[src/rtl/ism_pkg.sv]
package ism_pkg;

  // decoded target of a register access
  typedef enum logic [1:0] {
    SEL_ERRCNT = 2'd0,
    SEL_THRESH = 2'd1,
    SEL_NONE   = 2'd2
  } reg_sel_e;

endpackage

[src/rtl/ism_reg_port.sv]
module ism_reg_port
  import ism_pkg::*;
#(
  parameter int ADDR_W   = 4,
  parameter int DATA_W   = 16,
  parameter int CNT_W    = 16,
  parameter int THR_W    = 8,
  parameter int CNT_ADDR = 0,
  parameter int THR_ADDR = 1
) (
  input  logic              clk,
  input  logic              rst_n,
  input  logic              reg_wr,
  input  logic              reg_rd,
  input  logic [ADDR_W-1:0] reg_addr,
  input  logic [DATA_W-1:0] reg_wdata,
  input  logic [CNT_W-1:0]  cnt_val,
  output logic              cnt_clr,
  output logic [THR_W-1:0]  thr_val,
  output logic [DATA_W-1:0] reg_rdata,
  output logic              reg_rvalid
);

  localparam logic [ADDR_W-1:0] A_CNT = ADDR_W'(CNT_ADDR);
  localparam logic [ADDR_W-1:0] A_THR = ADDR_W'(THR_ADDR);

  reg_sel_e          sel;
  logic              thr_we;
  logic [THR_W-1:0]  thr_q;
  logic [DATA_W-1:0] rdata_q;
  logic              rvalid_q;

  always_comb begin
    if (reg_addr == A_CNT)      sel = SEL_ERRCNT;
    else if (reg_addr == A_THR) sel = SEL_THRESH;
    else                        sel = SEL_NONE;
  end

  // a read of the count empties it; writes there are dropped
  assign cnt_clr = reg_rd && (sel == SEL_ERRCNT);
  assign thr_we  = reg_wr && (sel == SEL_THRESH);

  function automatic logic [DATA_W-1:0] read_value(
    input reg_sel_e         s,
    input logic [CNT_W-1:0] cnt,
    input logic [THR_W-1:0] thr
  );
    case (s)
      SEL_ERRCNT: return DATA_W'(cnt);
      SEL_THRESH: return DATA_W'(thr);
      default:    return '0;
    endcase
  endfunction

  always_ff @(posedge clk or negedge rst_n) begin
    if (!rst_n) begin
      thr_q <= '0;
    end else if (thr_we) begin
      thr_q <= reg_wdata[THR_W-1:0];
    end
  end

  always_ff @(posedge clk or negedge rst_n) begin
    if (!rst_n) begin
      rdata_q  <= '0;
      rvalid_q <= 1'b0;
    end else begin
      rvalid_q <= reg_rd;
      rdata_q  <= reg_rd ? read_value(sel, cnt_val, thr_q) : '0;
    end
  end

  generate
    if (DATA_W > THR_W) begin : g_wide
      logic unused_wdata_hi;
      assign unused_wdata_hi = ^reg_wdata[DATA_W-1:THR_W];
    end
  endgenerate

  assign thr_val    = thr_q;
  assign reg_rdata  = rdata_q;
  assign reg_rvalid = rvalid_q;

endmodule

[src/rtl/ism_err_counter.sv]
module ism_err_counter #(
  parameter int CNT_W = 16
) (
  input  logic             clk,
  input  logic             rst_n,
  input  logic             err_in,
  input  logic             clr_in,
  output logic [CNT_W-1:0] cnt_out,
  output logic             at_max
);

  localparam logic [CNT_W-1:0] CNT_MAX = '1;

  logic [CNT_W-1:0] cnt_q;
  logic [CNT_W-1:0] cnt_d;

  // clear first, then count the current error into what remains
  function automatic logic [CNT_W-1:0] next_count(
    input logic [CNT_W-1:0] cur,
    input logic             hit,
    input logic             clr
  );
    logic [CNT_W-1:0] base;
    base = clr ? '0 : cur;
    if (hit && (base != CNT_MAX)) return base + 1'b1;
    return base;
  endfunction

  assign cnt_d = next_count(cnt_q, err_in, clr_in);

  always_ff @(posedge clk or negedge rst_n) begin
    if (!rst_n) cnt_q <= '0;
    else        cnt_q <= cnt_d;
  end

  assign cnt_out = cnt_q;
  assign at_max  = (cnt_q == CNT_MAX);

endmodule

[src/rtl/ism_train_run.sv]
module ism_train_run #(
  parameter int THR_W = 8
) (
  input  logic             clk,
  input  logic             rst_n,
  input  logic             word_vld,
  input  logic             word_train,
  input  logic [THR_W-1:0] thr,
  input  logic             oos_clr,
  output logic [THR_W-1:0] run_len,
  output logic             lost_evt,
  output logic             oos
);

  localparam logic [THR_W-1:0] RUN_MAX = '1;

  logic [THR_W-1:0] run_q;
  logic [THR_W-1:0] run_nxt;
  logic             oos_q;
  logic             train_word;
  logic             break_word;

  function automatic logic [THR_W-1:0] run_step(
    input logic [THR_W-1:0] cur,
    input logic             vld,
    input logic             trn
  );
    if (!vld)           return cur;
    if (!trn)           return '0;
    if (cur == RUN_MAX) return cur;
    return cur + 1'b1;
  endfunction

  function automatic logic reaches(
    input logic [THR_W-1:0] run,
    input logic [THR_W-1:0] limit
  );
    return (limit != '0) && (run >= limit);
  endfunction

  assign train_word = word_vld && word_train;
  assign break_word = word_vld && !word_train;
  assign run_nxt    = run_step(run_q, word_vld, word_train);
  assign lost_evt   = train_word && reaches(run_nxt, thr);

  always_ff @(posedge clk or negedge rst_n) begin
    if (!rst_n) begin
      run_q <= '0;
      oos_q <= 1'b0;
    end else begin
      run_q <= run_nxt;
      // a fresh hit outranks a clear in the same cycle
      oos_q <= lost_evt || (oos_q && !oos_clr);
    end
  end

  generate
    if (THR_W > 0) begin : g_obs
      logic unused_break;
      assign unused_break = break_word;
    end
  endgenerate

  assign run_len = run_q;
  assign oos     = oos_q;

endmodule

[src/rtl/ingress_sync_monitor.sv]
module ingress_sync_monitor #(
  parameter int ADDR_W   = 4,
  parameter int DATA_W   = 16,
  parameter int CNT_W    = 16,
  parameter int THR_W    = 8,
  parameter int CNT_ADDR = 0,
  parameter int THR_ADDR = 1
) (
  input  logic              clk,
  input  logic              rst_n,
  input  logic              rx_vld,
  input  logic              rx_train,
  input  logic              dip4_err,
  input  logic              oos_clr,
  input  logic              reg_wr,
  input  logic              reg_rd,
  input  logic [ADDR_W-1:0] reg_addr,
  input  logic [DATA_W-1:0] reg_wdata,
  output logic [DATA_W-1:0] reg_rdata,
  output logic              reg_rvalid,
  output logic              out_of_sync
);

  // named internal events, observed by the bound checker
  logic [CNT_W-1:0] err_cnt;
  logic             cnt_clr;
  logic             cnt_at_max;
  logic [THR_W-1:0] thr_val;
  logic [THR_W-1:0] run_cnt;
  logic             lost_evt;

  ism_reg_port #(
    .ADDR_W  (ADDR_W),
    .DATA_W  (DATA_W),
    .CNT_W   (CNT_W),
    .THR_W   (THR_W),
    .CNT_ADDR(CNT_ADDR),
    .THR_ADDR(THR_ADDR)
  ) u_regs (
    .clk       (clk),
    .rst_n     (rst_n),
    .reg_wr    (reg_wr),
    .reg_rd    (reg_rd),
    .reg_addr  (reg_addr),
    .reg_wdata (reg_wdata),
    .cnt_val   (err_cnt),
    .cnt_clr   (cnt_clr),
    .thr_val   (thr_val),
    .reg_rdata (reg_rdata),
    .reg_rvalid(reg_rvalid)
  );

  ism_err_counter #(
    .CNT_W(CNT_W)
  ) u_errcnt (
    .clk    (clk),
    .rst_n  (rst_n),
    .err_in (dip4_err),
    .clr_in (cnt_clr),
    .cnt_out(err_cnt),
    .at_max (cnt_at_max)
  );

  ism_train_run #(
    .THR_W(THR_W)
  ) u_run (
    .clk       (clk),
    .rst_n     (rst_n),
    .word_vld  (rx_vld),
    .word_train(rx_train),
    .thr       (thr_val),
    .oos_clr   (oos_clr),
    .run_len   (run_cnt),
    .lost_evt  (lost_evt),
    .oos       (out_of_sync)
  );

endmodule

[config.mk]
export PLATFORM = sky130hd
export DESIGN_NAME = ingress_sync_monitor
export DESIGN_NICKNAME = d
export VERILOG_FILES = /design/src/rtl/ism_pkg.sv /design/src/rtl/ism_reg_port.sv /design/src/rtl/ism_err_counter.sv /design/src/rtl/ism_train_run.sv /design/src/rtl/ingress_sync_monitor.sv
export SDC_FILE = /design/constraint.sdc
export NUM_CORES = 1
export LEC_CHECK = 0
export ABC_AREA = 1
export CAP_MARGIN = 10
export CORE_MARGIN = 8
export CORE_UTILIZATION = 40
export CTS_BUF_LIST = sky130_fd_sc_hd__clkbuf_16
export DETAILED_ROUTE_END_ITERATION = 16
export PLACE_DENSITY = 0.72
export SYNTH_ARGS = -nofsm -noshare
export SYNTH_HDL_FRONTEND = slang
export SYNTH_HIERARCHICAL = 1
export SYNTH_SLANG_ARGS = --single-unit
[constraint.sdc]
create_clock -name clk -period 6.6 [get_ports clk]
set_clock_uncertainty 0.2 [all_clocks]
set_input_delay 0.99 -clock clk [delete_from_list [all_inputs] [get_ports clk]]
set_output_delay 0.99 -clock clk [all_outputs]
set_load 0.05 [all_outputs]
==> metrics.txt, run 1 <==
# TYPE chip_impl_metric gauge
chip_impl_info{name="status",value="completed"} 1
chip_impl_metric{name="io_buffer_count",unit=""} 37
chip_impl_metric{name="required",unit="ns"} 6.63
chip_impl_metric{name="dpl.hpwl",unit="um"} 5240
chip_impl_metric{name="final_critical_path_setup_slack",unit="ns"} 2.89
chip_impl_info{name="kind_of_start_point_of_the_critical_path",value="input pin"} 1
chip_impl_metric{name="postSynthAreaPerCell",unit="sq um"} 7.75
chip_impl_metric{name="final_area",unit="sq um"} 3720
chip_impl_metric{name="syn_nets",unit=""} 439
chip_impl_metric{name="die_height",unit="um"} 104
chip_impl_metric{name="routed_wl",unit="um"} 6910
chip_impl_metric{name="cts.htree.levels",unit=""} 2
chip_impl_metric{name="p_sw_share",unit="%"} 29.4
chip_impl_metric{name="drt-wirelength-per-cell",unit="um"} 12.8
chip_impl_info{name="end_kind",value="flop"} 1
chip_impl_metric{name="power.share.combinational",unit="%"} 20.4
chip_impl_metric{name="worst_path_clk_slew",unit="ns"} 0.06
chip_impl_metric{name="finish.utilization",unit="%"} 48.6
chip_impl_metric{name="grt_pass1_wl",unit="um"} 12000
chip_impl_metric{name="growth_of_design_area_from_synthesis_to_finish",unit="%"} 19.3
chip_impl_metric{name="start_util",unit="%"} 40.7
chip_impl_metric{name="fmaxAchievable",unit="MHz"} 270
chip_impl_metric{name="warning_count_from_the_yosys_run",unit=""} 6
chip_impl_metric{name="worst_skew_pair.late_latency",unit="ns"} 0.29
chip_impl_info{name="cts_tree",value="built"} 1
chip_impl_metric{name="pwr-share-seq",unit="%"} 42.8
chip_impl_metric{name="floorplan.io_pins",unit=""} 46
chip_impl_metric{name="irDropWorstVdd",unit="V"} 0.000111
chip_impl_info{name="hold_path.class",value="flop to flop"} 1
chip_impl_metric{name="design.core.area",unit="sq um"} 7650
chip_impl_metric{name="dp_slack",unit="ns"} 2.63
chip_impl_metric{name="antenna_found_initial",unit=""} 0
chip_impl_metric{name="final_net_count",unit=""} 476
chip_impl_metric{name="drtPass1Iterations",unit=""} 4
chip_impl_metric{name="antenna_cells",unit=""} 0
chip_impl_metric{name="die_area",unit="sq um"} 10900
chip_impl_metric{name="mappedNetlistArea",unit="sq um"} 3120
chip_impl_metric{name="gr-total-overflow",unit=""} 0
chip_impl_metric{name="count_of_routing_violations_after_the_opening_detailed_route_iteration",unit=""} 150
chip_impl_metric{name="detail-route-antenna-nets",unit=""} 0
chip_impl_metric{name="detailed_place.area",unit="sq um"} 3510
chip_impl_metric{name="pwr-share-clk",unit="%"} 36.8
chip_impl_metric{name="grt_max_degree",unit=""} 51
chip_impl_info{name="rsz_0062_raised_after_global_routing",value="no"} 1
chip_impl_metric{name="tns",unit="ns"} 0
chip_impl_metric{name="postCtsHoldBufs",unit=""} 0
chip_impl_metric{name="cell_count_after_synthesis",unit=""} 402
chip_impl_metric{name="power.leakage",unit="nW"} 1.82
chip_impl_metric{name="grt_pass1_vias",unit=""} 2658
chip_impl_metric{name="finalSetupViolations",unit=""} 0
chip_impl_metric{name="hold_violations",unit=""} 0
chip_impl_metric{name="final_min_period_over_clock_period",unit="%"} 56.2
chip_impl_metric{name="drc_errors",unit=""} 0
chip_impl_metric{name="r2r_setup_slack",unit="ns"} 4.28
chip_impl_metric{name="cp.arrival",unit="ns"} 3.73
chip_impl_metric{name="maxCapViolCount",unit=""} 0
chip_impl_metric{name="drv_slew",unit=""} 0
chip_impl_metric{name="finalCriticalPeriod",unit="ns"} 3.71
chip_impl_metric{name="pwr_density_cell",unit="nW/um^2"} 236
chip_impl_metric{name="path_max_fanout",unit=""} 26
chip_impl_metric{name="via_count",unit=""} 2675
chip_impl_metric{name="p_switching",unit="uW"} 258
chip_impl_metric{name="routed_via_density",unit=""} 4.94
chip_impl_info{name="clockRootBuffer",value="sky130_fd_sc_hd__clkbuf_16"} 1
chip_impl_metric{name="post-cts-setup-buffers",unit=""} 0
chip_impl_metric{name="finalWeightedCongestion",unit=""} 0.918
chip_impl_metric{name="internal-power",unit="uW"} 620
chip_impl_metric{name="number_of_instances_in_the_placed_design",unit=""} 533
chip_impl_metric{name="clockBufferDepth",unit=""} 2
chip_impl_metric{name="grt_usage",unit="%"} 13.0
chip_impl_metric{name="power.total",unit="uW"} 878
chip_impl_metric{name="cts_repair_resize_count",unit=""} 0
chip_impl_metric{name="relSlewSlack",unit="%"} 56.4
chip_impl_metric{name="max_slew.worst_pin.slew",unit="ns"} 0.651
chip_impl_metric{name="die_w",unit="um"} 104
chip_impl_metric{name="finalNonFillerCells",unit=""} 542
chip_impl_metric{name="cts_buffers",unit=""} 5
chip_impl_metric{name="cts_sinks",unit=""} 50
chip_impl_metric{name="holdWs",unit="ns"} 0.279
chip_impl_info{name="timing_worst_setup_path_type",value="input pin to flop"} 1
chip_impl_metric{name="placement_rows",unit=""} 32
chip_impl_metric{name="drive_gt1_share",unit="%"} 14.5
==> worst max-delay path, cell delays in order <==
cell and delay [ns]:
sky130_fd_sc_hd__clkdlybuf4s50_1 0.44, sky130_fd_sc_hd__nor2_4 0.50, sky130_fd_sc_hd__nand3_2 0.31, sky130_fd_sc_hd__inv_1 0.51, sky130_fd_sc_hd__inv_8 0.15, sky130_fd_sc_hd__nand3_1 0.15, sky130_fd_sc_hd__nor2_1 0.08, sky130_fd_sc_hd__nand2_1 0.13
sky130_fd_sc_hd__nor2_4 0.07, sky130_fd_sc_hd__nor2_2 0.23, sky130_fd_sc_hd__nand2_1 0.10, sky130_fd_sc_hd__nand2_1 0.06
==> flip-flops by register name (all words and copies together), names as in the netlist <==
name / count
u_run/oos: 1
u_regs/thr_val: 8
u_regs/reg_rdata: 16
u_regs/reg_rvalid: 1
u_errcnt/cnt_out: 16
u_run/run_len: 8
==> layout make-up <==
type                       instances  area (sq um)
clock buffer                       5           125
multi-input combinational        286          1540
tap                              102           128
clock inverter                     3          63.8
inverter                          58           225
fill                             733          3930
sequential                        50          1250
timing repair buffer              38           385
==> power by group through the flow <==
stage	registers [mW]	logic, mW	clock network (mW)
5_1_grt	0.380	0.202	0.344
3_3_place_gp	0.381	0.171	0
2_1_floorplan	0.380	0.124	0
3_5_place_dp	0.381	0.178	0
4_1_cts	0.375	0.179	0.329
6_report	0.375	0.179	0.323
==> placed cells by master (no fill, tap or decap), types with 7 or more instances in the layout <==
cell                              instances
sky130_fd_sc_hd__nor2_4                  10
sky130_fd_sc_hd__nand3_1                 23
sky130_fd_sc_hd__ha_1                     9
sky130_fd_sc_hd__inv_2                   11
sky130_fd_sc_hd__nand4_1                 32
sky130_fd_sc_hd__inv_1                   46
sky130_fd_sc_hd__nor2_2                  11
sky130_fd_sc_hd__clkdlybuf4s50_1         36
sky130_fd_sc_hd__dfrtp_1                 50
sky130_fd_sc_hd__nand2_2                 10
sky130_fd_sc_hd__o21ai_0                  7
sky130_fd_sc_hd__nor2_1                  39
sky130_fd_sc_hd__nand2_1                116
==> final timing paths <==
path / from / end / depth (start not counted)
max reg2reg: u_run/run_len[0] / u_run/oos / 15
min: u_run/oos / u_run/oos / 2
max: reg_addr[3] / u_errcnt/cnt_out[3] / 12
min reg2reg: u_run/oos / u_run/oos / 2
max in group asynchronous: rst_n / u_errcnt/cnt_out[0] / 2
min in group asynchronous: rst_n / u_regs/reg_rdata[14] / 1
==> metal layers <==
| layer | global-route usage [%] | vias up | part of all wire (%) |
|---|---|---|---|
| li1 | - | 1353 | - |
| met1 | 15.4 | 1266 | 44 |
| met2 | 22.9 | 46 | 51 |
| met3 | 2.42 | 10 | 2.9 |
| met4 | 4.24 | 0 | 1.7 |
| met5 | 0 | - | 0 |
(Power assumes the default switching activity.)
==> inputs of run 2 (changes only) <==
--- a/config.mk
+++ b/config.mk
@@ -11,7 +11,7 @@
 export CORE_UTILIZATION = 40
 export CTS_BUF_LIST = sky130_fd_sc_hd__clkbuf_16
 export DETAILED_ROUTE_END_ITERATION = 16
-export PLACE_DENSITY = 0.72
+export PLACE_DENSITY = 0.74
 export SYNTH_ARGS = -nofsm -noshare
 export SYNTH_HDL_FRONTEND = slang
 export SYNTH_HIERARCHICAL = 1
==> constraint.sdc (replaced) <==
create_clock -name clk -period 3.3 [get_ports clk]
set_clock_uncertainty 0.2 [all_clocks]
set_input_delay 0.495 -clock clk [delete_from_list [all_inputs] [get_ports clk]]
set_output_delay 0.495 -clock clk [all_outputs]
set_load 0.05 [all_outputs]
==> run 2 against run 1 <==
Against the previous run: clock power rose by 80%; final cell count rose by 0.55%; worst setup slack got worse by 2.3 ns; non-clock buffer count rose by 3; register-to-register slack got worse by 3.3 ns; die area did not move; critical path type unchanged; sequential share of layout area rose by 0.079 points; via count rose by 0.49%; design area fell by 0.24%; combinational power rose by 99%; largest cell class unchanged.
==> metrics.txt, run 2 (synthesis results as in run 1) <==
# TYPE chip_impl_metric gauge
chip_impl_metric{name="cts_sinks",unit=""} 50
chip_impl_info{name="timing.critical_path.slowest_stage_cell",value="sky130_fd_sc_hd__clkdlybuf4s50_1"} 1
chip_impl_metric{name="design.core.area",unit="sq um"} 7650
chip_impl_metric{name="worst_path_clk_slew",unit="ns"} 0.07
chip_impl_metric{name="drtPass1Iterations",unit=""} 4
chip_impl_info{name="end_kind",value="flop"} 1
chip_impl_metric{name="number_of_instances_in_the_placed_design",unit=""} 537
chip_impl_metric{name="growth_of_design_area_from_synthesis_to_finish",unit="%"} 19.0
chip_impl_metric{name="grt_usage",unit="%"} 13.6
chip_impl_metric{name="die_height",unit="um"} 104
chip_impl_metric{name="drt-wirelength-per-cell",unit="um"} 13.1
chip_impl_metric{name="routed_wl",unit="um"} 7130
chip_impl_metric{name="dpl.hpwl",unit="um"} 5510
chip_impl_metric{name="fmaxAchievable",unit="MHz"} 372
chip_impl_metric{name="floorplan.io_pins",unit=""} 46
chip_impl_metric{name="cts_repair_resize_count",unit=""} 0
chip_impl_metric{name="drv_slew",unit=""} 0
chip_impl_metric{name="antenna_cells",unit=""} 0
chip_impl_metric{name="finalNonFillerCells",unit=""} 545
chip_impl_metric{name="antenna_found_initial",unit=""} 0
chip_impl_metric{name="grt_max_degree",unit=""} 51
chip_impl_metric{name="r2r_cells",unit=""} 15
chip_impl_metric{name="path_max_fanout",unit=""} 19
chip_impl_metric{name="finalSetupViolations",unit=""} 0
chip_impl_metric{name="placement_rows",unit=""} 32
chip_impl_metric{name="grt_pass1_wl",unit="um"} 12400
chip_impl_metric{name="via_count",unit=""} 2688
chip_impl_metric{name="hold_violations",unit=""} 0
chip_impl_metric{name="grt.met1_usage",unit="%"} 15.0
chip_impl_metric{name="finalCriticalPeriod",unit="ns"} 2.69
chip_impl_info{name="grt.busiest_layer",value="met2"} 1
chip_impl_metric{name="finalWeightedCongestion",unit=""} 0.883
chip_impl_metric{name="gr-total-overflow",unit=""} 0
chip_impl_info{name="cts_tree",value="built"} 1
chip_impl_info{name="worst_path_dominant_cell_family",value="simple AND/OR/NAND/NOR gates"} 1
chip_impl_info{name="layout.cells.most_common",value="sky130_fd_sc_hd__nand2_1"} 1
chip_impl_info{name="hold_path.class",value="input pin to asynchronous set/reset pin"} 1
chip_impl_metric{name="start_util",unit="%"} 40.7
chip_impl_metric{name="tns",unit="ns"} 0
chip_impl_metric{name="die_area",unit="sq um"} 10900
chip_impl_metric{name="critical_path.n_buffers_inverters",unit=""} 3
chip_impl_metric{name="clockBufferDepth",unit=""} 2
chip_impl_metric{name="final_net_count",unit=""} 479
chip_impl_metric{name="cp.arrival",unit="ns"} 2.72
chip_impl_metric{name="final_min_period_over_clock_period",unit="%"} 81.4
chip_impl_metric{name="relSlewSlack",unit="%"} 27.7
chip_impl_info{name="r2r_end",value="u_run/oos"} 1
chip_impl_info{name="r2r-start",value="u_run/run_len[0]"} 1
chip_impl_metric{name="routed_via_density",unit=""} 4.93
chip_impl_metric{name="cts.htree.levels",unit=""} 2
chip_impl_metric{name="max_slew.worst_pin.slew",unit="ns"} 1.09
chip_impl_metric{name="detail-route-antenna-nets",unit=""} 0
chip_impl_metric{name="cts_buffers",unit=""} 5
chip_impl_info{name="rsz_0062_raised_after_global_routing",value="no"} 1
chip_impl_metric{name="irDropWorstVdd",unit="V"} 0.000219
chip_impl_metric{name="post-cts-setup-buffers",unit=""} 0
chip_impl_metric{name="path_depth",unit=""} 12
chip_impl_metric{name="required",unit="ns"} 3.33
chip_impl_metric{name="power.leakage",unit="nW"} 1.81
chip_impl_metric{name="maxCapViolCount",unit=""} 0
chip_impl_info{name="cp-endpoint",value="u_errcnt/cnt_out[10]"} 1
chip_impl_metric{name="gr-usage-met3",unit="%"} 1.98
chip_impl_metric{name="count_of_routing_violations_after_the_opening_detailed_route_iteration",unit=""} 158
chip_impl_metric{name="drc_errors",unit=""} 0
chip_impl_metric{name="grt.met2_usage",unit="%"} 25.3
chip_impl_info{name="critical-path-top-cell-by-count",value="sky130_fd_sc_hd__nand2_1"} 1
chip_impl_metric{name="pwr_density_cell",unit="nW/um^2"} 456
chip_impl_metric{name="r2r_setup_slack",unit="ns"} 0.96
chip_impl_metric{name="postCtsHoldBufs",unit=""} 0
chip_impl_metric{name="worst_skew_pair.late_latency",unit="ns"} 0.29
chip_impl_info{name="timing_worst_setup_path_type",value="input pin to flop"} 1
chip_impl_info{name="clockRootBuffer",value="sky130_fd_sc_hd__clkbuf_16"} 1
chip_impl_metric{name="io_buffer_count",unit=""} 37
chip_impl_metric{name="grt_pass1_vias",unit=""} 2702
chip_impl_info{name="status",value="completed"} 1
chip_impl_info{name="kind_of_start_point_of_the_critical_path",value="input pin"} 1
chip_impl_metric{name="drive_gt1_share",unit="%"} 15.3
chip_impl_metric{name="die_w",unit="um"} 104
chip_impl_info{name="critical_path_cell_by_cell",value="clkdlybuf4s50_1 > nor2_4 > nand3_2 > inv_1 > inv_8 > nand3_1 > nor2_1 > nand2_1 > nor2_4 > nor2_2 > nand2_1 > nand2_1"} 1
chip_impl_metric{name="max_stage_delay",unit="ns"} 0.50
chip_impl_info{name="timing.critical_path.from",value="reg_addr[1]"} 1
chip_impl_info{name="most-common-layout-cells",value="116 x sky130_fd_sc_hd__nand2_1, 50 x sky130_fd_sc_hd__dfrtp_1, 46 x sky130_fd_sc_hd__inv_1, 39 x sky130_fd_sc_hd__nor2_1, 36 x sky130_fd_sc_hd__clkdlybuf4s50_1"} 1
==> run 2: final cells by class <==
| class | count | area (sq um) |
|---|---|---|
| clock buffer | 5 | 125 |
| tap | 102 | 128 |
| multi-input combinational | 286 | 1540 |
| inverter | 58 | 225 |
| clock inverter | 3 | 45.0 |
| sequential | 50 | 1250 |
| timing repair buffer | 41 | 395 |
| fill | 703 | 3940 |
==> run 2: per-layer routing <==
metal | vias to the layer above | wire length (um)
met2 | 42 | 3750
met5 | - | 0
met4 | 0 | 115
li1 | 1364 | -
met1 | 1274 | 3010
met3 | 8 | 255
==> run 2: through the flow <==
step	utilization, %	area (sq um)	total power, mW	worst slack [ns]	hold WS (ns)
6_report	48.5	3710	1.69	0.613	0.212
5_1_grt	48.5	3710	1.79	0.408	0.308
4_1_cts	48.5	3710	1.70	0.620	0.250
3_5_place_dp	46.3	3540	1.12	0.313	0.280
3_3_place_gp	46.3	3540	1.11	0.344	0.273
2_1_floorplan	-	3120	1.01	1.23	-0.000591
==> run 2: worst min path at each step <==
stage,to,depth (start not counted),from,slack (ns)
after floorplan,u_errcnt/cnt_out[0],0,rst_n,-0.0006
after global placement,u_run/oos,2,u_run/oos,0.27
after detailed placement,u_run/oos,2,u_run/oos,0.28
after CTS,u_errcnt/cnt_out[4],1,rst_n,0.25
after global routing,u_regs/reg_rdata[12],1,rst_n,0.31
final,u_regs/reg_rdata[15],1,rst_n,0.21
==> run 2: power by group <==
| group | internal, mW | total, mW | leakage [nW] | switching (mW) |
|---|---|---|---|---|
| sequential | 0.676 | 0.752 | 0.671 | 0.0762 |
| clock | 0.357 | 0.580 | 0.0760 | 0.222 |
| combinational | 0.131 | 0.357 | 1.07 | 0.226 |
| total | 1.16 | 1.69 | 1.81 | 0.525 |
==> run 2: worst reg2reg max path, stage by stage, from the launching register on <==
cell and delay (ns):
sky130_fd_sc_hd__dfrtp_1 0.40, sky130_fd_sc_hd__ha_1 0.20, sky130_fd_sc_hd__nand2_2 0.08, sky130_fd_sc_hd__nor2_4 0.17
sky130_fd_sc_hd__nand2_4 0.10, sky130_fd_sc_hd__o21ai_0 0.17, sky130_fd_sc_hd__o21ai_0 0.15, sky130_fd_sc_hd__ha_1 0.31
sky130_fd_sc_hd__nand2_1 0.07, sky130_fd_sc_hd__nand3_1 0.07, sky130_fd_sc_hd__nand2_1 0.06, sky130_fd_sc_hd__nand2_1 0.05
sky130_fd_sc_hd__nand2_1 0.05, sky130_fd_sc_hd__nand2_1 0.05, sky130_fd_sc_hd__nand2_1 0.06, sky130_fd_sc_hd__nand2_1 0.04
